**src/rtl/tbase_pkg.sv**
```systemverilog
package tbase_pkg;

  // Control fields; bit positions are visible to software.
  typedef struct packed {
    logic       hi_fam;  // bit 4
    logic [1:0] sel_b;   // bits 3:2
    logic [1:0] sel_a;   // bits 1:0
  } tbase_ctrl_t;

  localparam int unsigned CTRL_W = $bits(tbase_ctrl_t);

  // Masks of the control bits that set each lane's rate.
  localparam logic [CTRL_W-1:0] LANE_A_MASK = 5'b10011;
  localparam logic [CTRL_W-1:0] LANE_B_MASK = 5'b11100;

  function automatic int unsigned lane_a_rate(input logic hi, input logic [1:0] sel);
    int unsigned r;
    if (!hi) begin
      r = 32'd8 << sel;
    end else begin
      case (sel)
        2'd0:    r = 32'd12000;
        2'd1:    r = 32'd24000;
        default: r = 32'd40000;
      endcase
    end
    return r;
  endfunction

  function automatic int unsigned lane_b_rate(input logic hi, input logic [1:0] sel);
    int unsigned r;
    if (!hi) r = 32'd128 << sel;
    else     r = 32'd105000 << sel;
    return r;
  endfunction

endpackage

```
**src/rtl/tbase_ctrl_regs.sv**
```systemverilog
module tbase_ctrl_regs
  import tbase_pkg::*;
#(
  parameter int unsigned DATA_W = 16,
  parameter int unsigned LANES  = 2
) (
  input  logic              clk,
  input  logic              rst_n,
  input  logic              wr,
  input  logic              sel,
  input  logic [DATA_W-1:0] wdata,
  output tbase_ctrl_t       ctrl,
  output logic [LANES-1:0]  restart
);

  localparam logic [CTRL_W-1:0] LANE_MASKS [2] = '{LANE_A_MASK, LANE_B_MASK};

  tbase_ctrl_t       ctrl_q;
  tbase_ctrl_t       ctrl_new;
  logic              ctrl_wr;
  logic              clr_wr;
  logic [CTRL_W-1:0] diff;
  logic              unused_wdata_hi;

  assign ctrl_new        = tbase_ctrl_t'(wdata[CTRL_W-1:0]);
  assign unused_wdata_hi = ^wdata[DATA_W-1:CTRL_W];
  assign ctrl_wr         = wr && !sel;
  assign clr_wr          = wr && sel;
  assign diff            = ctrl_new ^ ctrl_q;

  always_ff @(posedge clk) begin
    if (!rst_n)       ctrl_q <= '0;
    else if (ctrl_wr) ctrl_q <= ctrl_new;
  end

  for (genvar l = 0; l < LANES; l++) begin : g_restart
    assign restart[l] = clr_wr || (ctrl_wr && ((diff & LANE_MASKS[l]) != '0));
  end

  assign ctrl = ctrl_q;

endmodule

```
**src/rtl/tbase_rate_sel.sv**
```systemverilog
module tbase_rate_sel
  import tbase_pkg::*;
#(
  parameter int unsigned ACC_W     = 26,
  parameter int unsigned REF_LO_HZ = 32768,
  parameter int unsigned REF_HI_HZ = 27000000,
  parameter int unsigned LANE      = 0
) (
  input  tbase_ctrl_t      ctrl,
  output logic [ACC_W-1:0] incr,
  output logic [ACC_W-1:0] modulus
);

  localparam logic [ACC_W-1:0] MOD_LO = ACC_W'(REF_LO_HZ);
  localparam logic [ACC_W-1:0] MOD_HI = ACC_W'(REF_HI_HZ);

  assign modulus = ctrl.hi_fam ? MOD_HI : MOD_LO;

  if (LANE == 0) begin : g_lane_a
    assign incr = ACC_W'(lane_a_rate(ctrl.hi_fam, ctrl.sel_a));
  end else begin : g_lane_b
    assign incr = ACC_W'(lane_b_rate(ctrl.hi_fam, ctrl.sel_b));
  end

endmodule

```
**src/rtl/tbase_phase_acc.sv**
```systemverilog
module tbase_phase_acc #(
  parameter int unsigned ACC_W = 26
) (
  input  logic             clk,
  input  logic             rst_n,
  input  logic             restart,
  input  logic             step_en,
  input  logic [ACC_W-1:0] incr,
  input  logic [ACC_W-1:0] modulus,
  output logic             tick
);

  logic [ACC_W-1:0] acc_q;
  logic [ACC_W-1:0] sum;
  logic             wrap;

  // The sum stays below twice the modulus, and ACC_W leaves room for that.
  assign sum  = acc_q + incr;
  assign wrap = sum >= modulus;

  always_ff @(posedge clk) begin
    if (!rst_n || restart) begin
      acc_q <= '0;
      tick  <= 1'b0;
    end else if (step_en) begin
      acc_q <= wrap ? (sum - modulus) : sum;
      tick  <= wrap;
    end else begin
      tick  <= 1'b0;
    end
  end

endmodule

```
**src/rtl/tbase_dual_gen.sv**
```systemverilog
module tbase_dual_gen
  import tbase_pkg::*;
#(
  parameter int unsigned REF_LO_HZ = 32768,
  parameter int unsigned REF_HI_HZ = 27000000,
  parameter int unsigned DATA_W    = 16
) (
  input  logic              clk,
  input  logic              rst_n,
  input  logic              ref_lo_en,
  input  logic              ref_hi_en,
  input  logic              reg_wr,
  input  logic              reg_sel,
  input  logic [DATA_W-1:0] reg_wdata,
  output logic [DATA_W-1:0] ctrl_rdata,
  output logic              tick_a,
  output logic              tick_b
);

  localparam int unsigned LANES  = 2;
  localparam int unsigned REF_MX = (REF_HI_HZ > REF_LO_HZ) ? REF_HI_HZ : REF_LO_HZ;
  localparam int unsigned ACC_W  = $clog2(REF_MX) + 1;

  tbase_ctrl_t      ctrl;
  logic [LANES-1:0] restart;
  logic [LANES-1:0] ticks;
  logic             step;

  tbase_ctrl_regs #(.DATA_W(DATA_W), .LANES(LANES)) u_regs (
    .clk     (clk),
    .rst_n   (rst_n),
    .wr      (reg_wr),
    .sel     (reg_sel),
    .wdata   (reg_wdata),
    .ctrl    (ctrl),
    .restart (restart)
  );

  // Both lanes follow the shared family bit.
  assign step = ctrl.hi_fam ? ref_hi_en : ref_lo_en;

  for (genvar l = 0; l < LANES; l++) begin : g_lane
    logic [ACC_W-1:0] incr;
    logic [ACC_W-1:0] modulus;

    tbase_rate_sel #(
      .ACC_W(ACC_W), .REF_LO_HZ(REF_LO_HZ), .REF_HI_HZ(REF_HI_HZ), .LANE(l)
    ) u_rate (
      .ctrl    (ctrl),
      .incr    (incr),
      .modulus (modulus)
    );

    tbase_phase_acc #(.ACC_W(ACC_W)) u_acc (
      .clk     (clk),
      .rst_n   (rst_n),
      .restart (restart[l]),
      .step_en (step),
      .incr    (incr),
      .modulus (modulus),
      .tick    (ticks[l])
    );
  end

  assign ctrl_rdata = DATA_W'(ctrl);
  assign tick_a     = ticks[0];
  assign tick_b     = ticks[1];

endmodule

```
**config.mk**
```make
export PLATFORM = sky130hd
export DESIGN_NAME = tbase_dual_gen
export DESIGN_NICKNAME = d
export VERILOG_FILES = /design/src/rtl/tbase_pkg.sv /design/src/rtl/tbase_ctrl_regs.sv /design/src/rtl/tbase_rate_sel.sv /design/src/rtl/tbase_phase_acc.sv /design/src/rtl/tbase_dual_gen.sv
export SDC_FILE = /design/constraint.sdc
export NUM_CORES = 1
export LEC_CHECK = 0
export ABC_AREA = 0
export BUFFER_PORTS_ARGS = -buffer_cell sky130_fd_sc_hd__buf_2
export CAP_MARGIN = 20
export CORE_UTILIZATION = 55
export CTS_BUF_LIST = sky130_fd_sc_hd__clkbuf_8
export DETAILED_ROUTE_END_ITERATION = 8
export GPL_TIMING_DRIVEN = 0
export MAX_ROUTING_LAYER = met4
export PLACE_DENSITY = 0.85
export SYNTH_ARGS = -nofsm -noshare
export SYNTH_HDL_FRONTEND = slang
export SYNTH_SLANG_ARGS = --single-unit
```
**constraint.sdc**
```tcl
create_clock -name clk -period 18.1 [get_ports clk]
set_clock_uncertainty 0.1 [all_clocks]
set_input_delay 2.715 -clock clk [delete_from_list [all_inputs] [get_ports clk]]
set_output_delay 2.715 -clock clk [all_outputs]
set_load 0.1 [all_outputs]
```
==> impl_metrics.tcl <==
set metrics [dict create \
    status "completed" \
    n_fill_cell 994 \
    drtAntennaViolNets 0 \
    cts_tree "done" \
    design_area_mm2 0.00680 \
    die_x_um 110 \
    coreArea_mm2 0.0111 \
    final_nets 954 \
    clock-root-buffer "clkbuf_8" \
    power_mw 0.801 \
    ff2ff_path_depth 24 \
    start_util_pct 57.7 \
    worstSetupPathType "flop to flop" \
    drc 0 \
    port_buffers 16 \
    clkSlewWorstSetupHoldPaths_ns 0.10 \
    drt-initial-drc-count 564 \
    cap_violations 0 \
    yosys_warnings 0 \
    diodes 0 \
    syn-mean-instance-area_um2 7.62 \
    groute.usage.overall_pct 32.0 \
    numCtsBuffers 5 \
    wirelength_mm 18.2 \
    post_cts_resized 0 \
    arrival_ns 7.44 \
    max_stage_delay_ns 0.54 \
    design.die.area_mm2 0.0121 \
    worstSetupPathDepth 24 \
    synth.yosys.seq_area_share_pct 16.6 \
    period_share_pct 40.6 \
    cts_hold_buf 0 \
    antenna_found_initial 0 \
    hold_viol 0 \
    post-route-util_pct 61.4 \
    rsz0062_at_grt "false" \
    synthArstFlopShare_pct 0 \
    max_freq_ghz 0.136 \
    critical_path.slowest_cell "dfxtp_1" \
    avgViaCountPerCell 6.53 \
    ioPinCount 40 \
    synth_ff_type "dfxtp_1" \
    crit_path_start_kind "flop" \
    dp_hpwl_mm 13.8 \
    via_count 6613 \
    synth_cell_types 80 \
    placed_cell_area_mm2 0.00668 \
    fin_tns_setup_ns 0 \
    crit_path_cell_trace "clkbuf_1, clkbuf_1, inv_2, nor3_1, ha_1, inv_1, fa_1, nand2b_1, a21oi_1, o21a_1, o21ai_0, nand2_1, xor2_1, ha_1, a211oi_1, o21ai_0, or2_2, o211ai_1, a41oi_2, o211a_4, or2b_4, buf_8, a221oi_1, a211oi_1" \
    setup_viol 0 \
    power.density_mw_per_mm2 118 \
    first_pass_iters 6 \
    syn_area_mm2 0.00639 \
    ys_ff_latch 53 \
    area_growth_pct 6.40 \
    cp.required_ns 18.20 \
    worstMarginPinSlew_ns 0.837 \
    synth_cells 839 \
    post_drt_wl_per_cell_um 18.0 \
    grt_pass1_wl_mm 29.2 \
    grt_pass1_vias 6090 \
    min_path_type "flop to flop" \
    max-vdd-ir-drop_mv 0.0952 \
    slew_violations 0 \
    clock_latency_ns 0.34 \
    critPathMaxFanout 35 \
    layout-drive-gt1-share_pct 8.93 \
    whs_ns 0.366 \
    cts_sinks 53 \
    clockBufferDepth 2 \
    p_leak_nw 2.76 \
    relSlewSlack_pct 44.1 \
    cts_max_level 2 \
    synth_edf_count 0 \
    cts_setup_buffers 0 \
    crit_buf_inv 5 \
    die_h_um 110 \
    grt_max_degree 36 \
    hold_path_depth 2 \
    endpoint_kind "flop" \
    placementRows 38 \
    routabilityCongestion 0.950 \
    overflow 0 \
    path_delay_family "compound AO/OA/AOI/OAI gates" \
    min_period_ns 7.34 \
]
## layout make-up
cell class              count  area [um2]  share of cell area [%]
inverters                  24        90.1                    1.32
clock inverters             2        33.8                   0.497
repair buffers             16        80.1                    1.18
plain buffers              52         274                    4.03
well taps                 140         175                    2.58
clock buffers               6        82.6                    1.21
multi-input cells         720        5000                    73.6
flip-flops and latches     53        1060                    15.6
## synthesized netlist by cell type (22+ instances only)
library cell | number | area share, %
a211oi_1 | 26 | 3.1
a21oi_1 | 61 | 4.8
clkbuf_1 | 28 | 1.6
dfxtp_1 | 53 | 17
ha_1 | 56 | 11
inv_1 | 23 | 1.4
mux2i_1 | 22 | 3.4
nand2_1 | 76 | 4.5
nand3_1 | 26 | 2.0
nor2_1 | 66 | 3.9
nor3_1 | 23 | 1.8
o21ai_0 | 48 | 3.8
xnor2_1 | 43 | 5.9
xor2_1 | 23 | 3.2
## worst register-to-register path, cell delays in order (launching register included)
cell	delay, ns
dfxtp_1	0.54
clkbuf_1	0.31
clkbuf_1	0.49
inv_2	0.50
nor3_1	0.36
ha_1	0.25
inv_1	0.07
fa_1	0.41
nand2b_1	0.19
a21oi_1	0.39
o21a_1	0.30
o21ai_0	0.11
nand2_1	0.09
xor2_1	0.23
ha_1	0.33
a211oi_1	0.29
o21ai_0	0.16
or2_2	0.32
o211ai_1	0.40
a41oi_2	0.19
o211a_4	0.33
or2b_4	0.28
buf_8	0.16
a221oi_1	0.30
a211oi_1	0.11
## logic make-up after synthesis
family	share of synthesized area, %
adders and majority gates	12.2
muxes	4.15
buffers and inverters	5.70
AOI/OAI and AO/OA	28.9
xor gates and xnor gates	9.04
other	0.0587
DFF	16.6
and+or+nand+nor	23.4
## final timing paths
kind | endpoint | from | slack (ns)
setup / recovery | g_lane[1].u_acc.acc_q[20] | u_regs.ctrl[4] | 10.76
hold / removal | g_lane[0].u_acc.acc_q[3] | g_lane[0].u_acc.acc_q[3] | 0.37
setup reg to reg | g_lane[1].u_acc.acc_q[20] | u_regs.ctrl[4] | 10.76
hold reg to reg | g_lane[0].u_acc.acc_q[3] | g_lane[0].u_acc.acc_q[3] | 0.37
## metal layers
metal / vias to the layer above / track usage (%) / routed length [um]
met5: - / - / 0
met4: 0 / 11.6 / 640
met3: 59 / 4.09 / 1450
met2: 280 / 52.0 / 8190
met1: 3116 / 40.6 / 7920
li1: 3158 / - / -
## state kept, by name (all words and copies together) (netlist names)
name / count
g_lane.u_acc.acc_q: 46
g_lane.u_acc.tick: 2
u_regs.ctrl: 5
## power by group
part           internal (mW)  switching, mW
logic                  0.226          0.338
clock network         0.0447         0.0460
registers              0.133         0.0131
total                  0.404          0.397
## metrics by stage
step	worst slack, ns	cells
2_1_floorplan	11.65	849
3_3_place_gp	11.07	1005
3_5_place_dp	10.97	1005
4_1_cts	10.91	1013
5_1_grt	10.36	1013
6_report	10.76	1013
## cell usage in the layout, fill, tap and decap left out, types with 23 or more instances in the layout
| master | n |
|---|---|
| a21oi_1 | 61 |
| clkbuf_1 | 28 |
| ha_1 | 56 |
| o21ai_0 | 48 |
| nand2_1 | 76 |
| dfxtp_1 | 53 |
| a211oi_1 | 26 |
| xor2_1 | 23 |
| nor3_1 | 23 |
| nor2_1 | 66 |
| inv_1 | 24 |
| xnor2_1 | 43 |
| nand3_1 | 26 |
Power figures use the tool's default switching activity.
